[config.mk]
export PLATFORM = sky130hd
export DESIGN_NAME = sram_strobe_ctrl
export DESIGN_NICKNAME = d
export VERILOG_FILES = /design/src/rtl/sram_ctrl_pkg.sv /design/src/rtl/sram_phase_timer.sv /design/src/rtl/sram_turn_tracker.sv /design/src/rtl/sram_rd_capture.sv /design/src/rtl/sram_strobe_ctrl.sv
export SDC_FILE = /design/constraint.sdc
export NUM_CORES = 1
export LEC_CHECK = 0
export ABC_CLOCK_PERIOD_IN_PS = 3700
export BUFFER_PORTS_ARGS = -buffer_cell sky130_fd_sc_hd__clkbuf_2
export CORE_MARGIN = 2
export CORE_UTILIZATION = 40
export DETAILED_ROUTE_END_ITERATION = 10
export PLACE_DENSITY = 0.66
export SLEW_MARGIN = 20
export SYNTH_ARGS = -nofsm -noshare
export SYNTH_HDL_FRONTEND = slang
export SYNTH_SLANG_ARGS = --single-unit
[constraint.sdc]
create_clock -name clk -period 3.7 [get_ports clk]
set_input_delay 0.555 -clock clk [delete_from_list [all_inputs] [get_ports clk]]
set_output_delay 0.555 -clock clk [all_outputs]
set_load 0.1 [all_outputs]
[src/rtl/sram_ctrl_pkg.sv]
package sram_ctrl_pkg;

    typedef enum logic [2:0] {
        ST_IDLE,
        ST_SETUP,
        ST_READ,
        ST_WRITE,
        ST_RECOV
    } ctrl_state_e;

    function automatic int max_of(input int a, input int b);
        return (a > b) ? a : b;
    endfunction

endpackage

[src/rtl/sram_phase_timer.sv]
// Down-counter for one strobe phase; last is high in the final cycle.
module sram_phase_timer #(
    parameter int CNT_W = 4
) (
    input  logic             clk,
    input  logic             rst_n,
    input  logic             load,
    input  logic [CNT_W-1:0] load_val,
    output logic [CNT_W-1:0] count,
    output logic             last
);
    logic [CNT_W-1:0] cnt_d, cnt_q;

    always_comb begin
        cnt_d = cnt_q;
        if (load) begin
            cnt_d = load_val - CNT_W'(1);
        end else if (cnt_q != '0) begin
            cnt_d = cnt_q - CNT_W'(1);
        end
    end

    always_ff @(posedge clk) begin
        if (!rst_n) begin
            cnt_q <= '0;
        end else begin
            cnt_q <= cnt_d;
        end
    end

    assign count = cnt_q;
    assign last  = (cnt_q == '0);
endmodule

[src/rtl/sram_turn_tracker.sv]
// Counts consecutive cycles with the output gate high; saturates.
module sram_turn_tracker #(
    parameter int TURN_CYC = 2
) (
    input  logic clk,
    input  logic rst_n,
    input  logic oe_n,
    output logic turn_ok
);
    localparam int TW = $clog2(TURN_CYC + 1) + 1;
    localparam logic [TW-1:0] SAT = TW'(TURN_CYC);

    logic [TW-1:0] run_d, run_q;

    always_comb begin
        run_d = run_q;
        if (!oe_n) begin
            run_d = '0;
        end else if (run_q != SAT) begin
            run_d = run_q + TW'(1);
        end
    end

    always_ff @(posedge clk) begin
        if (!rst_n) begin
            run_q <= '0;
        end else begin
            run_q <= run_d;
        end
    end

    // completed high cycles plus the current one reach the limit
    assign turn_ok = oe_n && ((run_q + TW'(1)) >= SAT);
endmodule

[src/rtl/sram_rd_capture.sv]
// Registers the data lines on the last access cycle and pulses valid.
module sram_rd_capture #(
    parameter int DATA_W = 8
) (
    input  logic              clk,
    input  logic              rst_n,
    input  logic              cap_en,
    input  logic [DATA_W-1:0] din,
    output logic [DATA_W-1:0] rdata,
    output logic              rvalid
);
    logic [DATA_W-1:0] data_d, data_q;
    logic              vld_d, vld_q;

    always_comb begin
        vld_d  = cap_en;
        data_d = cap_en ? din : data_q;
    end

    always_ff @(posedge clk) begin
        if (!rst_n) begin
            data_q <= '0;
            vld_q  <= 1'b0;
        end else begin
            data_q <= data_d;
            vld_q  <= vld_d;
        end
    end

    assign rdata  = data_q;
    assign rvalid = vld_q;
endmodule

[src/rtl/sram_strobe_ctrl.sv]
module sram_strobe_ctrl
    import sram_ctrl_pkg::*;
#(
    parameter int ADDR_W     = 19,
    parameter int DATA_W     = 8,
    parameter int SETUP_CYC  = 1,
    parameter int READ_CYC   = 2,
    parameter int WPULSE_CYC = 3,
    parameter int DSETUP_CYC = 2,
    parameter int TURN_CYC   = 2,
    parameter int RECOV_CYC  = 1
) (
    input  logic              clk,
    input  logic              rst_n,
    input  logic              req_valid,
    output logic              req_ready,
    input  logic              req_write,
    input  logic [ADDR_W-1:0] req_addr,
    input  logic [DATA_W-1:0] req_wdata,
    output logic              rsp_valid,
    output logic [DATA_W-1:0] rsp_rdata,
    output logic [ADDR_W-1:0] mem_addr,
    output logic              mem_ce_n,
    output logic              mem_oe_n,
    output logic              mem_we_n,
    output logic [DATA_W-1:0] mem_dq_out,
    output logic              mem_dq_oe,
    input  logic [DATA_W-1:0] mem_dq_in
);
    localparam int MAX_CYC   = max_of(max_of(max_of(SETUP_CYC, READ_CYC),
                                             max_of(WPULSE_CYC, RECOV_CYC)), 1);
    localparam int CNT_W     = $clog2(MAX_CYC + 1);
    localparam int DRIVE_CYC = (DSETUP_CYC > WPULSE_CYC) ? WPULSE_CYC : DSETUP_CYC;
    localparam logic [CNT_W-1:0] DRIVE_L  = CNT_W'(DRIVE_CYC);
    localparam logic             DRIVE_AT_FALL = (WPULSE_CYC <= DRIVE_CYC);

    typedef struct packed {
        ctrl_state_e       state;
        logic [ADDR_W-1:0] addr;
        logic              wr;
        logic [DATA_W-1:0] wdata;
        logic              ce_n;
        logic              oe_n;
        logic              we_n;
        logic              dq_oe;
    } ctrl_t;

    ctrl_t            ctl_d, ctl_q;
    logic             tmr_load;
    logic [CNT_W-1:0] tmr_val;
    logic [CNT_W-1:0] tmr_cnt;
    logic             tmr_last;
    logic             turn_ok;
    logic             cap_en;

    sram_phase_timer #(.CNT_W(CNT_W)) u_timer (
        .clk      (clk),
        .rst_n    (rst_n),
        .load     (tmr_load),
        .load_val (tmr_val),
        .count    (tmr_cnt),
        .last     (tmr_last)
    );

    sram_turn_tracker #(.TURN_CYC(TURN_CYC)) u_turn (
        .clk     (clk),
        .rst_n   (rst_n),
        .oe_n    (ctl_q.oe_n),
        .turn_ok (turn_ok)
    );

    sram_rd_capture #(.DATA_W(DATA_W)) u_capture (
        .clk    (clk),
        .rst_n  (rst_n),
        .cap_en (cap_en),
        .din    (mem_dq_in),
        .rdata  (rsp_rdata),
        .rvalid (rsp_valid)
    );

    always_comb begin
        ctl_d    = ctl_q;
        tmr_load = 1'b0;
        tmr_val  = '0;
        cap_en   = 1'b0;

        unique case (ctl_q.state)
            ST_IDLE: begin
                ctl_d.dq_oe = 1'b0;
                if (req_valid) begin
                    // address moves here, with every strobe still high
                    ctl_d.state = ST_SETUP;
                    ctl_d.addr  = req_addr;
                    ctl_d.wr    = req_write;
                    ctl_d.wdata = req_wdata;
                    tmr_load    = 1'b1;
                    tmr_val     = CNT_W'(SETUP_CYC);
                end
            end

            ST_SETUP: begin
                if (tmr_last) begin
                    if (!ctl_q.wr) begin
                        ctl_d.state = ST_READ;
                        ctl_d.ce_n  = 1'b0;
                        ctl_d.oe_n  = 1'b0;
                        tmr_load    = 1'b1;
                        tmr_val     = CNT_W'(READ_CYC);
                    end else if (turn_ok) begin
                        // select and strobe fall together; gate stays high
                        ctl_d.state = ST_WRITE;
                        ctl_d.ce_n  = 1'b0;
                        ctl_d.we_n  = 1'b0;
                        ctl_d.dq_oe = DRIVE_AT_FALL;
                        tmr_load    = 1'b1;
                        tmr_val     = CNT_W'(WPULSE_CYC);
                    end
                end
            end

            ST_READ: begin
                if (tmr_last) begin
                    cap_en      = 1'b1;
                    ctl_d.state = ST_RECOV;
                    ctl_d.ce_n  = 1'b1;
                    ctl_d.oe_n  = 1'b1;
                    tmr_load    = 1'b1;
                    tmr_val     = CNT_W'(RECOV_CYC);
                end
            end

            ST_WRITE: begin
                if (tmr_last) begin
                    // driver kept on for one hold cycle after the strobe rises
                    ctl_d.state = ST_RECOV;
                    ctl_d.ce_n  = 1'b1;
                    ctl_d.we_n  = 1'b1;
                    tmr_load    = 1'b1;
                    tmr_val     = CNT_W'(RECOV_CYC);
                end else begin
                    // next cycle has tmr_cnt cycles of pulse remaining
                    ctl_d.dq_oe = ctl_q.dq_oe | (tmr_cnt <= DRIVE_L);
                end
            end

            ST_RECOV: begin
                ctl_d.dq_oe = 1'b0;
                if (tmr_last) begin
                    ctl_d.state = ST_IDLE;
                end
            end

            default: begin
                ctl_d.state = ST_IDLE;
                ctl_d.ce_n  = 1'b1;
                ctl_d.oe_n  = 1'b1;
                ctl_d.we_n  = 1'b1;
                ctl_d.dq_oe = 1'b0;
            end
        endcase
    end

    always_ff @(posedge clk) begin
        if (!rst_n) begin
            ctl_q.state <= ST_IDLE;
            ctl_q.addr  <= '0;
            ctl_q.wr    <= 1'b0;
            ctl_q.wdata <= '0;
            ctl_q.ce_n  <= 1'b1;
            ctl_q.oe_n  <= 1'b1;
            ctl_q.we_n  <= 1'b1;
            ctl_q.dq_oe <= 1'b0;
        end else begin
            ctl_q <= ctl_d;
        end
    end

    assign req_ready  = (ctl_q.state == ST_IDLE);
    assign mem_addr   = ctl_q.addr;
    assign mem_ce_n   = ctl_q.ce_n;
    assign mem_oe_n   = ctl_q.oe_n;
    assign mem_we_n   = ctl_q.we_n;
    assign mem_dq_out = ctl_q.wdata;
    assign mem_dq_oe  = ctl_q.dq_oe;
endmodule

==> flow_metrics.py <==
metrics = {
    "floorplan": {
        "die_y_um": 82.5,
        "rows": 28,
        "core-area_sq_um": 5960,
        "die-area_sq_um": 6810,
        "io_pins": 80,
        "die_w_um": 82.5,
        "initial_core_util_pct": 41.4,
    },
    "critical_path": {
        "cp.required_ns": 3.14,
        "crit_path_end_kind": "output pin",
        "critPathLaunchType": "register",
        "worstSetupPathType": "reg -> out",
        "crit_fanout": 19,
        "cp.arrival_ns": 1.57,
    },
    "global_route": {
        "grt-ovfl-total": 0,
        "antenna_found_initial": 0,
        "grt_pass1_vias": 1660,
        "grt_pass1_wl_mm": 7.04,
        "track_usage_pct": 13.4,
        "grt_max_degree": 48,
    },
    "drt": {
        "wl_per_cell_um": 11.3,
        "ant_nets": 0,
        "routed_wl_mm": 4.42,
        "drc_errors": 0,
        "vias": 1821,
        "firstDrtPassIters": 4,
        "drt_iter0_markers": 72,
        "via_per_inst": 4.67,
    },
    "synthesis": {
        "synthMuxAreaShare_pct": 3.25,
        "synth_top_area_share_pct": 39.8,
        "synth_fa_ha_area_share_pct": 1.52,
        "yosysSeqAreaShare_pct": 39.8,
        "synth_top_family_by_area": "simple AND/OR/NAND/NOR gates",
        "synth_compound_area_share_pct": 19.2,
        "synth_xor_xnor_area_share_pct": 1.07,
        "synth-seq-cells": 49,
        "synth_edf_count": 0,
        "netlist_top_cells_area": "dfxtp_1 (40%), a21boi_2 (9.1%), buf_4 (8.5%)",
        "postSynth.asyncResetShare_pct": 0,
        "synth-simple-area-share_pct": 21.5,
        "synth_top_area_cell": "dfxtp_1",
        "synth_nets": 314,
        "synth.avg_cell_area_sq_um": 9.06,
        "synthFlopType": "dfxtp_1",
        "synthesis.area_sq_um": 2460,
        "yosys_warnings": 0,
        "ys_types": 41,
        "postSynthCellCount": 272,
    },
    "sta": {
        "rsz0062_at_grt": "false",
        "max_freq_mhz": 471,
        "skew_ns": 0.00245,
        "period_minus_slack_ns": 2.13,
        "final_min_period_over_clock_period_pct": 57.4,
        "relSlewSlack_pct": 37.5,
        "slew_viol_final": 0,
        "setup_viol": 0,
        "hold_violations": 0,
        "tightest_slew_ns": 0.935,
        "fin_tns_setup_ns": 0,
    },
    "power_and_ir_drop": {
        "cellLeakagePower_nw": 1.16,
        "irDropWorstVdd_mv": 0.295,
        "cellPowerDensity_nw_per_um2": 669,
    },
    "clocking": {
        "cts_buffers": 5,
        "cts_resized": 0,
        "cts_setup_buffers": 0,
        "clk_pin_slew_ns": 0.08,
        "clock_path_buffers": 2,
        "cts.sinks": 49,
        "cts_tree": "yes",
        "h-tree-depth": 2,
        "clockRootBuffer": "clkbuf_8",
        "worstSkewPairLatency_ns": 0.29,
        "hold_buffers": 0,
    },
    "min_path": {
        "hold_path.class": "reg -> reg",
    },
    "place": {
        "portBuffers": 79,
        "place_hpwl_mm": 3.15,
        "dp.cells": 382,
        "gp_congestion": 0.758,
    },
    "finish": {
        "layout_commonest_cell": "clkbuf_2",
        "utilization_pct": 45.7,
        "nets": 356,
        "n_antenna_cell": 0,
        "final_cell_mix": "clkbuf_2 (79), dfxtp_1 (49), nand2_1 (40), nand2_2 (20), a21boi_2 (20)",
        "fillCellCount": 601,
        "fin_cells": 390,
        "final_layout_size_suffix_gt1_share_pct": 41.6,
        "area_growth_pct": 10.4,
    },
    "flow_run": {
        "cap_violations": 0,
    },
    "run_status": {
        "outcome": "finished, final reports clean",
    },
}
==> logic make-up after synthesis <==
logic type,after synthesis
compound gates,57
xor+xnor,3
fa+ha+maj,3
buf+inv,49
flops,49
mux,8
simple gates,103
==> flip-flops by register name, summed over array words and instances, names as in the netlist <==
register and flops:
u_capture.rvalid 1, mem_dq_oe 1, mem_addr 19, u_capture.rdata 8, mem_we_n 1, u_turn.run_q 3, mem_dq_out 8, ctl_q 4
mem_oe_n 1, u_timer.count 2, mem_ce_n 1
==> metrics by stage <==
stage	cell area, sq um	power [W]	hold slack (ns)	setup WS, ns
floorplan	2460	0.00149	0.444	1.70
global placement	2640	0.00154	0.454	1.63
detailed placement	2640	0.00154	0.460	1.62
CTS	2720	0.00185	0.458	1.56
global route	2720	0.00194	0.457	1.49
finish	2720	0.00182	0.466	1.57
==> final cells by class <==
| class | instances | area [sq um] | share of cell area (%) |
|---|---|---|---|
| multi-input cells | 174 | 1150 | 42.1 |
| flip-flops and latches | 49 | 981 | 36.0 |
| repair buffers | 80 | 403 | 14.8 |
| well taps | 75 | 93.8 | 3.45 |
| clock buffers | 6 | 72.6 | 2.67 |
| inverters | 4 | 15.0 | 0.552 |
| clock inverters | 2 | 10.0 | 0.368 |
==> power breakdown <==
part           total [W]  internal, W  switching [W]
clock           0.000296     0.000131       0.000165
sequential      0.000680     0.000602      0.0000786
combinational   0.000845     0.000192       0.000653
total            0.00182     0.000925       0.000896
==> path summary, 6_finish.rpt <==
path / startpoint / end / slack [ns] / cells after the start
worst max-delay path: ctl_q[32]$_SDFFE_PN0P_ / req_ready / 1.57 / 2
worst min-delay path: mem_addr[13]$_SDFFE_PN0P_ / mem_addr[13]$_SDFFE_PN0P_ / 0.47 / 2
worst min register to register: mem_addr[13]$_SDFFE_PN0P_ / mem_addr[13]$_SDFFE_PN0P_ / 0.47 / 2
worst max register to register: ctl_q[32]$_SDFFE_PN0P_ / u_timer.count[1]$_SDFFE_PN0P_ / 1.73 / 3
==> Yosys cell counts (2+ instances only) <==
cell type and number:
xor2_1 2, dfxtp_1 49, o31ai_1 2, a211oi_1 3, buf_2 3, nor2_1 12
o21a_1 2, a21boi_2 20, nor2b_1 11, nand2b_1 3, o21ai_0 4, buf_6 3
clkbuf_1 9, ha_1 3, mux2i_1 8, nand2_2 20, a21boi_0 8, inv_1 4
o22ai_1 2, buf_4 28, a21oi_1 9, buf_8 2, nor3_1 3, nand3_1 5
nand2_1 40, nor4b_1 2
==> worst max-delay path: stages (launching register included) <==
cell and delay, ns:
dfxtp_1 0.51, nor3_4 0.26, clkbuf_2 0.50
==> layer usage <==
layer | global-route usage, % | share of wire, %
met1 | 16.5 | 45
met2 | 22.4 | 47
met3 | 3.59 | 6.4
met4 | 5.08 | 1.5
met5 | 0 | 0
Note: power is estimated with default switching activity, not from simulation.
